==> src/rtl/dma_addr_pkg.sv <==
package dma_addr_pkg;
  typedef enum logic {DIR_UP = 1'b0, DIR_DOWN = 1'b1} dir_e;
  typedef enum logic {XFER_BYTE = 1'b0, XFER_WORD = 1'b1} xfer_e;
endpackage

==> src/rtl/dma_addr_wrap_step.sv <==
module dma_addr_wrap_step #(
  parameter int W = 16
) (
  input  logic [W-1:0] val_i,
  input  logic         down_i,
  output logic [W-1:0] val_o
);
  // modulo 2^W: wrap is implicit in the truncated add
  always_comb val_o = down_i ? (val_i - W'(1)) : (val_i + W'(1));
endmodule

==> src/rtl/dma_addr_next.sv <==
module dma_addr_next
  import dma_addr_pkg::*;
#(
  parameter int ADDR_W = 24,
  parameter int OFF_W  = 16
) (
  input  logic [ADDR_W-1:0] cur_i,
  input  dir_e              dir_i,
  input  xfer_e             xfer_i,
  output logic [ADDR_W-1:0] next_o
);
  logic [OFF_W-1:0] byte_nx, word_nx;
  logic down;

  assign down = (dir_i == DIR_DOWN);

  dma_addr_wrap_step #(.W(OFF_W)) u_byte (
    .val_i(cur_i[OFF_W-1:0]), .down_i(down), .val_o(byte_nx));

  dma_addr_wrap_step #(.W(OFF_W)) u_word (
    .val_i(cur_i[OFF_W:1]), .down_i(down), .val_o(word_nx));

  always_comb begin
    if (xfer_i == XFER_WORD)
      next_o = {cur_i[ADDR_W-1:OFF_W+1], word_nx, cur_i[0]};
    else
      next_o = {cur_i[ADDR_W-1:OFF_W], byte_nx};
  end
endmodule

==> src/rtl/dma_page_addr_gen.sv <==
module dma_page_addr_gen
  import dma_addr_pkg::*;
#(
  parameter int ADDR_W = 24,
  parameter int OFF_W  = 16
) (
  input  logic              clk_i,
  input  logic              rst_ni,
  input  logic              load_i,
  input  logic [ADDR_W-1:0] load_addr_i,
  input  logic              dir_i,
  input  logic              wide_i,
  input  logic              step_i,
  output logic [ADDR_W-1:0] addr_o
);
  logic [ADDR_W-1:0] addr_q, addr_nx;

  dma_addr_next #(.ADDR_W(ADDR_W), .OFF_W(OFF_W)) u_next (
    .cur_i (addr_q),
    .dir_i (dir_e'(dir_i)),
    .xfer_i(xfer_e'(wide_i)),
    .next_o(addr_nx)
  );

  always_ff @(posedge clk_i or negedge rst_ni) begin
    if (!rst_ni)      addr_q <= '0;
    else if (load_i)  addr_q <= load_addr_i;
    else if (step_i)  addr_q <= addr_nx;
  end

  assign addr_o = addr_q;

  assert_load_R2: assert property (@(posedge clk_i) disable iff (!rst_ni)
    load_i |=> addr_o == $past(load_addr_i));

  assert_byte_page_fixed_R3: assert property (@(posedge clk_i) disable iff (!rst_ni)
    (step_i && !load_i && !wide_i) |=>
      addr_o[ADDR_W-1:OFF_W] == $past(addr_o[ADDR_W-1:OFF_W]));

  assert_byte_down_R4: assert property (@(posedge clk_i) disable iff (!rst_ni)
    (step_i && !load_i && !wide_i && dir_i) |=>
      OFF_W'($past(addr_o[OFF_W-1:0]) - addr_o[OFF_W-1:0]) == OFF_W'(1));

  assert_word_page_fixed_R5: assert property (@(posedge clk_i) disable iff (!rst_ni)
    (step_i && !load_i && wide_i) |=>
      addr_o[ADDR_W-1:OFF_W+1] == $past(addr_o[ADDR_W-1:OFF_W+1]));

  assert_word_bit0_R7: assert property (@(posedge clk_i) disable iff (!rst_ni)
    (step_i && !load_i && wide_i) |=> addr_o[0] == $past(addr_o[0]));

  assert_hold_R8: assert property (@(posedge clk_i) disable iff (!rst_ni)
    (!step_i && !load_i) |=> $stable(addr_o));
endmodule

==> config.mk <==
export PLATFORM = sky130hd
export DESIGN_NAME = dma_page_addr_gen
export DESIGN_NICKNAME = d
export VERILOG_FILES = /design/src/rtl/dma_addr_pkg.sv /design/src/rtl/dma_addr_wrap_step.sv /design/src/rtl/dma_addr_next.sv /design/src/rtl/dma_page_addr_gen.sv
export SDC_FILE = /design/constraint.sdc
export NUM_CORES = 1
export LEC_CHECK = 0
export ABC_AREA = 1
export ABC_CLOCK_PERIOD_IN_PS = 1830
export BUFFER_PORTS_ARGS = -buffer_cell sky130_fd_sc_hd__buf_2
export CAP_MARGIN = 25
export CORE_MARGIN = 4
export CORE_UTILIZATION = 35
export CTS_CLUSTER_SIZE = 16
export DETAILED_ROUTE_END_ITERATION = 6
export PLACE_DENSITY_LB_ADDON = 0.08
export SLEW_MARGIN = 0
export SYNTH_ARGS = -nofsm -noshare
export SYNTH_HDL_FRONTEND = slang
export SYNTH_HIERARCHICAL = 1
export SYNTH_SLANG_ARGS = --single-unit
==> constraint.sdc <==
create_clock -name clk_i -period 1.83 [get_ports clk_i]
set_input_delay 0.2745 -clock clk_i [delete_from_list [all_inputs] [get_ports clk_i]]
set_output_delay 0.2745 -clock clk_i [all_outputs]
set_load 0.02 [all_outputs]
# Word-level counts from Yosys, hierarchy flattened
# Index checks and enable logic that the tools add are counted.
[word_totals]
mem_bits_ro = 0
n_memories = 0
latchBits = 0
ff_bits = 24
out_inout_bits = 24
word_cells = 18
ram_bits = 0
[classes]
n_eq_ne = 1
n_mul = 0
n_shift = 0
n_bitwise = 0
reduce_logical = 4
n_div = 0
addsub = 4
n_lt_le_gt_ge = 0
n_mux = 5
[op_table]
columns = ["operator", "count"]
rows = [
  ["$mux 24", 2],
  ["$add 16x1->16 const B", 2],
  ["$mux 16", 2],
  ["$sub 16x1->16 const B", 2],
  ["$mux 17", 1],
  ["$reduce_and 2->1", 2],
  ["$reduce_bool 2->1", 2],
  ["$ne 2x2->1 const B", 1],
]

# Depth between registers and ports, before layout
# Gate-level depths: netlist of the first run.
[logic_depth]
depth_word = 5
mapped_depth = 13
ltp_nobuf = 13

# Hierarchy
# The synthesis of the first run kept the hierarchy.
[modules_own_cells]
columns = ["mod", "area_per_inst_um2", "instances", "cells_each", "seq_area_each_um2"]
rows = [
  ["dma_page_addr_gen", 1133.6, 1, 132, 600.6],
  ["dma_addr_wrap_step at u_next.u_byte", 922.1, 1, 176, 0.0],
  ["dma_addr_wrap_step at u_next.u_word", 912.1, 1, 175, 0.0],
  ["dma_addr_next", 307.8, 1, 62, 0.0],
]

# Worst setup path before layout of the first run
# OpenSTA, ideal clock, no wires.
[synth_timing]
kind = "register to register"
startpoint = "reg addr_q[1], in the netlist addr_o[1]"
endpoint = "reg addr_q[15], in the netlist addr_o[15]"
t_arrival_ps = 1735
required_ps = 1706
path_stages_with_launch = 14
synth_period_minus_slack_ps = 1859
path_slack_ps = -29
path_buffers = 0
path_cell_list = "dfrtp_1 -> fa_1 -> nand2_1 -> nand2_1 -> nand3b_1 -> nand2_2 -> nand2_1 -> nand2_1 -> nand2_1 -> nand2_1 -> nand2_1 -> nand2_1 -> nand3_1 -> nand3_1"
[synth_via]
elab_chain_len = 5
elab_cells_between_ends = 9
[synth_lines]
columns = ["element", "line_no", "text"]
rows = [
  ["from (decl)", "dma_page_addr_gen.sv:16", "logic [ADDR_W-1:0] addr_q, addr_nx;"],
  ["from (signal assigned)", "dma_page_addr_gen.sv:27", "else if (load_i) addr_q <= load_addr_i;"],
  ["from (signal assigned)", "dma_page_addr_gen.sv:28", "else if (step_i) addr_q <= addr_nx;"],
  ["$add 16x1->16 or $sub 16x1->16 (tied branches)", "dma_addr_wrap_step.sv:9", "always_comb val_o = down_i ? (val_i - W'(1)) : (val_i + W'(1));"],
  ["$mux 16 *", "dma_addr_wrap_step.sv:9", ""],
  ["net u_next.word_nx[14]", "dma_addr_next.sv:12", "logic [OFF_W-1:0] byte_nx, word_nx;"],
  ["$mux 17 *", "dma_addr_next.sv:24", "if (xfer_i == XFER_WORD)"],
  ["net addr_nx[15]", "dma_page_addr_gen.sv:16", ""],
  ["$mux 24 *", "dma_page_addr_gen.sv:28", ""],
  ["$mux 24 *", "dma_page_addr_gen.sv:27", ""],
]
# The timed path passes the listed nets; every way through them passes the cells marked *. The select of a mux whose other input is x is not followed.
# A chain may end at the register's enable or synchronous reset.

# Worst setup path in the final report of the first run
[layout_timing]
startpoint = "reg addr_q[1], in the netlist addr_o[1]"
endpoint = "reg addr_q[7], in the netlist addr_o[7]"
# The elaborated chain is that of the path after synthesis.

==> results of run 1 <==
==> repair_timing <==
| action | 4_1_cts | 5_1_grt |
|---|---|---|
| buffers inserted | 9 | 2 |
| pin swaps | 24 | 28 |
| endpoints found under the setup margin | 12 | 13 |
| resized for setup | 57 | 49 |
==> critical path, cell delays in order, from the launching register on <==
cell,delay [ps]
dfrtp_2,480
fa_2,410
nand2_2,100
nand2_2,50
nand3b_1,90
nand2_2,100
xor2_1,220
nand2_1,90
nand2_1,100
nand3_1,70
nand3_1,100
==> kinds of logic after synthesis <==
logic type	Yosys count	share of synthesized area (%)
adders and majority gates	30	11.9
buffers and inverters	98	14.7
DFF	24	18.3
AOI/OAI and AO/OA	16	2.79
xor gates and xnor gates	16	4.28
and+or+nand+nor	361	48.0
==> cell usage after synthesis <==
cell / instances
nand2_1: 238
nand3_1: 66
nand2_2: 21
or2_1: 2
buf_2: 2
nor2_8: 1
inv_2: 7
buf_8: 1
nand3_2: 1
ha_1: 28
buf_4: 10
clkbuf_8: 1
nor3_1: 1
buf_6: 6
dfrtp_1: 24
inv_1: 70
nand3b_1: 3
nand4_1: 2
xnor2_1: 4
nor2_1: 20
a21oi_1: 13
inv_8: 1
fa_1: 2
nor3_2: 5
xor2_1: 12
and2_4: 1
a21oi_2: 3
==> metal layers <==
metal,wire length (microns),GRT usage (%),up-vias
met5,0,0,-
met4,116,3.75,0
met3,261,1.98,8
met2,5080,33.5,55
met1,5180,25.7,1676
li1,-,-,1898
==> per-stage QoR <==
| step | hold WS [ps] | total power (W) |
|---|---|---|
| finish | -8.87 | 0.00370 |
| global route | 35.7 | 0.00402 |
| CTS | 11.0 | 0.00355 |
| detailed placement | 342 | 0.00273 |
| global placement | 327 | 0.00272 |
| floorplan | -21.1 | 0.00197 |
==> cell type report <==
class	instances	area, sq um
clock inverter	1	30.0
timing repair buffer	126	833
inverter	78	300
sequential	24	618
clock buffer	3	41.3
multi-input combinational	423	2740
fill	943	4490
tap	111	139
==> power breakdown <==
group / total, W / leakage [nW] / internal, W / switching (W)
Combinational: 0.00245 / 2.27 / 0.00114 / 0.00131
Sequential: 0.000743 / 0.277 / 0.000608 / 0.000135
Clock: 0.000508 / 0.0357 / 0.000293 / 0.000215
==> cell usage in the layout, fill, tap and decap left out, types with 4 or more instances in the layout <==
cell type / instances
buf_4: 70
a21oi_2: 9
nand2_1: 209
buf_2: 53
nor3_2: 4
xor2_1: 10
ha_4: 25
dfrtp_2: 14
inv_1: 68
inv_2: 9
nand2_4: 5
a21oi_1: 6
nand3_2: 6
nor2_1: 15
nor2_2: 4
dfrtp_1: 10
nand2_2: 45
nand3_1: 60
==> how the worst max path moves through the flow <==
stage               depth (start not counted)       from         end
floorplan                                  12  addr_o[0]  addr_o[12]
global placement                           15      dir_i  addr_o[11]
detailed placement                         15      dir_i  addr_o[11]
CTS                                        10  addr_o[2]   addr_o[7]
global route                               13  addr_o[1]   addr_o[9]
finish                                     10  addr_o[1]   addr_o[7]
==> impl_results.md, run 1 <==
* Outcome: finished with violations
* Hold-fix buffers at CTS at 0
* Failing checks: negative hold slack, negative setup slack
* Rows at 35
* Non-Filler Instances at between 700 and 800
* Maxcap violations at 0
* Yosys reg bits at 24
* R2r endpoint: addr_o[7]
* PD cells at ~800 nW/um^2
* Post-Syn Instances at 545
* Crit path launch type: register
* Vias in the first global route at about 3.6k
* Initial antenna violation count at 0
* Inserted Diodes at 0
* Die H at about 100 microns
* Placed Cells incl. Taps at around 750
* Crit path arrival time at 2080 ps
* Syn Nets at about 610
* Post-synth top area share at 27.3%
* CTS tree: built
* Worst Tran Pin Value at about 630 ps
* Total clock sinks at 24
* DR pass1 iterations at 4
* Setup TNS at -61.0 ps
* Post-DP HPWL at a little under 8000 microns
* Die Wd at 105 microns
* Area post-placement at 3980 sq um
* Setup WS pre-CTS at -270 ps
* H-tree depth reported by CTS at 1
* ANT nets after route at 0
* Number of port buffers at 53
* Clock-pin slew on the worst setup and hold paths at around 110 ps
* Share of cells above drive strength 1 at between 40 and 50%
* Largest register FFs at 24
* DIE AREA at 11000 sq um
* First-pass GRT wire length at between 15000 and 20000 microns
* DR WL/cell at 13.9 microns
* Post-synthesis cell area at ~3300 sq um
* Worst min path class: in2async
* Gr usage total at 19.2%
* Clock Root Buffer: clkbuf_8
* RR Startpoint: addr_o[1]
* Pins Over Slew Limit at 0
* Synth-to-Final Area Change at 43.5%
* Synth cell types at 27
* GRT Residual Overflow at 0
* Largest area contributor in the netlist: nand2_1
* CTS Buffer Depth at 2
* Rel. slew slack at 57.7%
* Total Routed Length at ~11000 microns
* Worst setup margin at -39.8 ps
* Initial Util at around 36%
* Post-layout nets at between 700 and 800
* Peak supply drop at around 0.35 mV
* RSZ-0062 raised after global routing: yes
* Util after Layout at 51.1%
* Final instance area at about 4700 sq um
* Lkg Pwr at between 2 and 3 nW
* Core area at between 9000 and 10000 sq um
* CP endpoint kind: register
* Routed vias/inst at about 4.7
* Clock Skew at about 12 ps
* Reg-to-reg slack, setup at -40 ps
* Pin count of the biggest net entering global routing at 26
* Yosys warns at 6
* Critical Path Fanout Max at 5
* Clock latency on the worst-skew pair at 280 ps
* Setup Viol. Count Final at 3
* Period utilisation layout at 102%
* Synth top area cells: nand2_1, dfrtp_1, ha_1
* FF-to-FF path depth at 10
* Critical path class: reg2reg
* Via count at approximately 3.6k
* Number of remaining DRC errors at 0
* Final Wtd Congestion at about 0.87
* Critical Path RT at around 2000 ps
* Syn Area/Cell at between 6 and 7 sq um
* Hold Vio Cnt, Final at 12
* Seq/Total Area, Yosys at between 10% and 20%
* Fin Hold WS at -8.87 ps
* Top Ports at 54
* Final min period at roughly 1900 ps
* Inserted Clock Buffers at 3
* Iteration-0 DRC Markers at 157
* Max Clock Freq at around 0.53 GHz
Power figures use the tool's default switching activity.
==> run 2, diff against run 1 <==
ABC_AREA = unset   (was 1)
ABC_CLOCK_PERIOD_IN_PS = 1700   (was 1830)
CTS_BUF_LIST = sky130_fd_sc_hd__clkbuf_16   (was unset)
clock period = 1.7 ns   (was 1.83 ns; I/O delays follow)
==> impl_results.md, run 2 <==
* Critical path class: reg2reg
* Syn Nets at 402 (-34%)
* Clock-pin slew on the worst setup and hold paths at 70 ps (-40 ps)
* Yosys reg bits at 24 (unchanged)
* GR peak layer: met2
* Worst setup margin at -760 ps (-721 ps)
* DR pass1 iterations at 4 (unchanged)
* H-tree depth reported by CTS at 1 (unchanged)
* Crit path arrival time at 2600 ps (+520 ps)
* Die Wd at 101 microns (-3.6%)
* Number of synthesized flops with an enable pin at 0 (unchanged)
* Design Power at 0.00493 W (+33%)
* Synth cell types at 57 (+110%)
* Dominant delay contributor by cell family on the critical path: compound AO/OA/AOI/OAI gates
* Outcome: finished with violations
* Rows at 33 (-5.7%)
* Post-Syn Instances at 342 (-37%)
* Util after Layout at 54.3% (+3.2 points)
* Inserted Clock Buffers at 3 (unchanged)
* Inserted Diodes at 0 (unchanged)
* Seq/Total Area, Yosys at 19.8% (+1.5 points)
* Worst min path class: in2async
* Pins Over Slew Limit at 0 (unchanged)
* Initial Util at 36.5% (+0.87 points)
* Buf/Inv on CP at 0 (unchanged)
* Largest area contributor in the netlist: dfrtp_1
* Max Clock Freq at 0.406 GHz (-24%)
* Clock Skew at 5.37 ps (-6.52 ps)
* DIE AREA at 10200 sq um (-7.0%)
* Slowest-stage cell, CP: dfrtp_2
* Total Routed Length at 9060 microns (-15%)
* Worst Tran Pin Value at 604 ps (-29.9 ps)
* Total clock sinks at 24 (unchanged)
* First-pass GRT wire length at 15200 microns (-12%)
* CTS tree: built
* Post-DP HPWL at 7200 microns (-7.5%)
* Non-Filler Instances at 590 (-23%)
* Via count at 2990 (-18%)
* Fin Hold WS at -9.04 ps (-0.163 ps)
* Top Ports at 54 (unchanged)
* ANT nets after route at 0 (unchanged)
* Number of remaining DRC errors at 0 (unchanged)
* Period utilisation layout at 145% (+43 points)
* RSZ-0062 raised after global routing: yes
* PD cells at 1090 nW/um^2 (+39%)
* Post-synthesis cell area at 3030 sq um (-7.6%)
* DR WL/cell at 15.4 microns (+11%)
* Setup Viol. Count Final at 15 (+12)
* Crit path launch type: register
* Clock latency on the worst-skew pair at 260 ps (-20 ps)
* Rel. slew slack at 59.7% (+2.0 points)
* Final Wtd Congestion at 0.910 (+5.0%)
* CP endpoint kind: register
* Top_reg_cell synth: dfrtp_1
* Share of cells above drive strength 1 at 49.3% (+8.8 points)
* Routed vias/inst at 5.07 (+6.7%)
* Maxcap violations at 0 (unchanged)
* Critical Path RT at 1840 ps (-200 ps)
* Synth top area cells: dfrtp_1, ha_1, mux2i_1
* Hold Vio Cnt, Final at 5 (-7)
* Failing checks: negative hold slack, negative setup slack
* Largest register FFs at 24 (unchanged)
* Area post-placement at 4120 sq um (+3.6%)
* Gr usage total at 18.6% (-0.62 points)
* Commonest non-fill, non-tap cell in the layout: buf_4
* GRT Residual Overflow at 0 (unchanged)
* Async set-reset flop share out of synthesis at 100% (unchanged)
* Vias in the first global route at 3082 (-14%)
* Post-layout nets at 546 (-24%)
* GRT met3 Usage at 2.01% (+0.030 points)
* Met1 GRT Util at 27.9% (+2.2 points)
* CP max stage delay at 450 ps (-30 ps)
* Die H at 101 microns (-3.6%)
* Peak supply drop at 0.492 mV (+42%)
* Placed Cells incl. Taps at 574 (-24%)
* CTS Buffer Depth at 2 (unchanged)
* Syn Area/Cell at 8.85 sq um (+47%)
* Routing usage on met2 at 29.1% (-4.4 points)
* Final instance area at 4510 sq um (-4.2%)
* Lkg Pwr at 2.12 nW (-18%)
* Number of port buffers at 53 (unchanged)
* Post-synth top cells: nand2_1, ha_1, a21oi_1, mux2i_1
* Iteration-0 DRC Markers at 132 (-16%)
* Critical Path Fanout Max at 4 (-1)
* Commonest non-fill, non-tap cells in the layout: buf_4, buf_2, nand2_1
* Critical path cell sequence: fa_2, a21o_4, a311oi_4, nor3_2, o41ai_2, xnor2_1, mux2_4, mux2i_1, o21ai_1
* Core area at 8300 sq um (-9.8%)
* Final min period at 2460 ps (+591 ps)
* Post-synth top area share at 19.8% (-7.4 points)
* Yosys warns at 6 (unchanged)
* Synth-to-Final Area Change at 48.8%
* Clock Root Buffer: clkbuf_16
* Most common cell in the netlist: nand2_1
* Pin count of the biggest net entering global routing at 27 (+3.8%)
* Initial antenna violation count at 0 (unchanged)
## run 2: changes by cell type in the layout (fill, tap and decap cells not counted), moves of 11 or more
cell	before	now
o21ai_1	0	25
mux2i_1	0	25
nand2_1	209	43
buf_4	70	102
inv_1	68	10
ha_1	3	14
a21oi_1	6	20
nand2_2	45	1
xnor2_1	3	15
ha_4	25	14
nand3_1	60	6
## run 2: final timing paths
| check | start | end | cells after the start | slack, ps |
|---|---|---|---|---|
| setup / recovery | addr_o[1] | addr_o[12] | 9 | -760 |
| setup reg to reg | addr_o[1] | addr_o[12] | 9 | -760 |
| hold reg to reg | addr_o[20] | addr_o[20] | 2 | 570 |
| max in group asynchronous | rst_ni | addr_o[7] | 1 | 1270 |
| min in group clk_i | load_addr_i[0] | addr_o[0] | 3 | 190 |
| hold / removal | rst_ni | addr_o[19] | 1 | -9 |
## run 2: final cells by class
class,count,area [sq um]
clock inverters,1,3.75
clock buffers,3,75.1
multi-input cells,284,2510
inverters,11,41.3
well taps,105,131
repair buffers,162,1140
flip-flops and latches,24,609
fillers,765,3790
## run 2: logic make-up after synthesis
logic type,synth area share (%)
XOR/XNOR,7.81
AND/OR/NAND/NOR,12.4
AO/OA/AOI/OAI,22.8
flip-flops,19.8
multiplexers,16.2
buffers and inverters,8.14
adder cells (fa/ha/maj),12.9
## run 2: timing repair
action | 4_1_cts | 5_1_grt
hold endpoints to repair | 0 | 0
setup endpoints to repair | 14 | 14
buffers inserted | 8 | 4
hold buffers | 0 | 0
resized for setup | 16 | 21
pin swaps | 11 | 9
## run 2: worst register-to-register path: cells and delay by family (launching register included)
kind	cells	cell delay, ps
compound gates	4	890
xor+xnor	1	120
fa+ha+maj	1	380
flops	1	450
mux	2	400
simple gates	1	100
## run 2: report_power, final
part           internal, W  total [W]  switching, W
sequential        0.000675   0.000819      0.000144
clock             0.000315   0.000542      0.000226
combinational      0.00191    0.00357       0.00166
total              0.00290    0.00493       0.00203
## run 2: per-layer routing
metal  part of all wire (%)  up-vias
li1                       -     1533
met1                     49     1392
met2                     44       63
met3                    5.7        2
met4                   0.34        0
met5                      0        -
## run 2: through the flow
stage / setup slack [ps] / TNS, ps
CTS: -749 / -8620
floorplan: -633 / -6270
detailed placement: -873 / -10160
global route: -905 / -10650
finish: -760 / -8810
global placement: -882 / -10110
==> run 3, diff against run 2 <==
ABC_AREA = 1   (was unset)
CORE_UTILIZATION = 50   (was 35)
==> impl_results.md, run 3 (same netlist as run 1, synthesis figures left out) <==
* Setup Viol. Count Final at 11 (-4)
* Core area at 6350 sq um (-23%)
* Final instance area at 4360 sq um (-3.2%)
* Clock Skew at 3.06 ps (-2.31 ps)
* Peak supply drop at 0.494 mV (+0.42%)
* Crit path arrival time at 2000 ps (-600 ps)
* Number of remaining DRC errors at 0 (unchanged)
* Worst min path class: in2async
* Final min period at 1850 ps (-613 ps)
* Worst Tran Pin Value at 613 ps (+8.39 ps)
* Post-DP HPWL at 7240 microns (+0.51%)
* Maxcap violations at 0 (unchanged)
* Rows at 29 (-12%)
* Initial Util at 51.6% (+15 points)
* Final Wtd Congestion at 0.989 (+8.6%)
* Storage cell area at 618 sq um (+1.4%)
* Max Clock Freq at 0.541 GHz (+33%)
* Setup TNS at -974 ps (+7830 ps)
* Area post-placement at 4020 sq um (-2.4%)
* PD cells at 880 nW/um^2 (-20%)
* Die H at 88.9 microns (-12%)
* H-tree depth reported by CTS at 1 (unchanged)
* Vias in the first global route at 3492 (+13%)
* Lkg Pwr at 2.42 nW (+15%)
* DR pass1 iterations at 4 (unchanged)
* Outcome: finished with violations
* Design Power at 0.00384 W (-22%)
* Via count at 3589 (+20%)
* Critical Path Fanout Max at 4 (unchanged)
* Critical Path RT at 1850 ps (about the same)
* Buf/Inv on CP at 0 (unchanged)
* Clock Root Buffer: clkbuf_16
* Period utilisation layout at 109% (-36 points)
* Dominant delay contributor by cell family on the critical path: simple AND/OR/NAND/NOR gates
* Largest register FFs at 24 (unchanged)
* Critical path class: reg2reg
* CP endpoint kind: register
* DIE AREA at 7910 sq um (-22%)
* Critical path cell sequence: fa_2, nand2_2, nand2_2, nand3b_1, nand2_2, nand2_1, nand2_1, nand2_1, nand2_1, nand2_1, nand2_1, nand3_1, nand3_1
* Gr usage total at 26.0% (+7.4 points)
* First-pass GRT wire length at 16200 microns (+7.0%)
* Fillers at 566 (-26%)
* GRT Residual Overflow at 0 (unchanged)
* Inserted Diodes at 0 (unchanged)
* Failing checks: negative hold slack, negative setup slack
* Synth-to-Final Area Change at 33.1%
* Clock-pin slew on the worst setup and hold paths at 70 ps (about the same)
* Number of port buffers at 53 (unchanged)
* CP max stage delay at 460 ps (about the same)
* Top cell by count, worst path: nand2_1
* Beginning of the critical path: addr_o[2]
* Total clock sinks at 24 (unchanged)
* Slowest-stage cell, CP: dfrtp_2
* Top Ports at 54 (unchanged)
* Total Routed Length at 9900 microns (+9.3%)
* Pin count of the biggest net entering global routing at 26 (-3.7%)
* RR Startpoint: addr_o[2]
* Hold Vio Cnt, Final at 6 (+1)
* Crit path launch type: register
* CTS Buffer Depth at 2 (unchanged)
* Iteration-0 DRC Markers at 227 (+72%)
* Routed vias/inst at 5.11 (+0.74%)
* Commonest non-fill, non-tap cells in the layout: nand2_1, inv_1, nand3_1
* ANT nets after route at 0 (unchanged)
* RSZ-0062 raised after global routing: yes
* Inserted Clock Buffers at 3 (unchanged)
* Die Wd at 88.9 microns (-12%)
* Util after Layout at 68.7% (+14 points)
* Pins Over Slew Limit at 0 (unchanged)
* Clock latency on the worst-skew pair at 260 ps (about the same)
* Share of cells above drive strength 1 at 33.9% (-15 points)
* Rel. slew slack at 59.1% (-0.56 points)
* Worst setup margin at -147 ps (+613 ps)
* CTS tree: built
* Initial antenna violation count at 0 (unchanged)
* DR WL/cell at 14.1 microns (-8.3%)
* Post-layout nets at 687 (+26%)
* Commonest non-fill, non-tap cell in the layout: nand2_1
* Fin Hold WS at -3.76 ps (+5.28 ps)
* Hold-fix buffers at CTS at 0 (unchanged)
* Multi-input logic area at 2620 sq um (+4.4%)
## run 3: area by class of cell
| type | instances | share of cell area (%) |
|---|---|---|
| clock buffer | 3 | 1.72 |
| timing repair buffer | 97 | 14.2 |
| sequential | 24 | 14.2 |
| tap | 77 | 2.21 |
| multi-input combinational | 423 | 60.1 |
| clock inverter | 1 | 0.689 |
| inverter | 78 | 6.89 |
## run 3: routing by layer
layer,vias to the layer above,routed length [microns],global-route usage [%]
met5,-,0,0
met2,99,4930,45.5
met1,1643,4300,33.6
met4,0,193,8.80
met3,12,473,2.12
li1,1835,-,-
## run 3: report_power, final
group / switching, W / total (W) / internal, W
Clock: 0.000234 / 0.000703 / 0.000469
Sequential: 0.000133 / 0.000788 / 0.000655
Combinational: 0.00131 / 0.00234 / 0.00103
## run 3: repair_timing
item,4_1_cts,5_1_grt
setup buffers,3,3
gates cloned,0,0
gates resized for setup,32,8
endpoints found under the setup margin,13,13
pin swaps,21,18
## run 3: stage by stage
stage / setup slack (ps) / hold WS (ps) / instances
after floorplan: -24.7 / -40.6 / 545
after global placement: -284 / 300 / 693
after detailed placement: -292 / 312 / 693
after CTS: -99.9 / 8.47 / 700
after global routing: -265 / 36.1 / 703
final: -147 / -3.76 / 703
## run 3: final timing paths
| path | end | slack (ps) | cells past startpoint |
|---|---|---|---|
| setup / recovery | addr_o[15] | -150 | 13 |
| hold / removal | addr_o[15] | -4 | 1 |
| setup reg to reg | addr_o[15] | -150 | 13 |
| hold reg to reg | addr_o[20] | 510 | 2 |
| max in group asynchronous | addr_o[6] | 1260 | 1 |
| min in group clk_i | addr_o[22] | 200 | 3 |
## run 3: worst reg2reg max path: stages (launching register included)
cell and delay, ps:
dfrtp_2 460, fa_2 380, nand2_2 100, nand2_2 50
nand3b_1 110, nand2_2 110, nand2_1 100, nand2_1 50
nand2_1 50, nand2_1 40, nand2_1 60, nand2_1 60
nand3_1 70, nand3_1 80
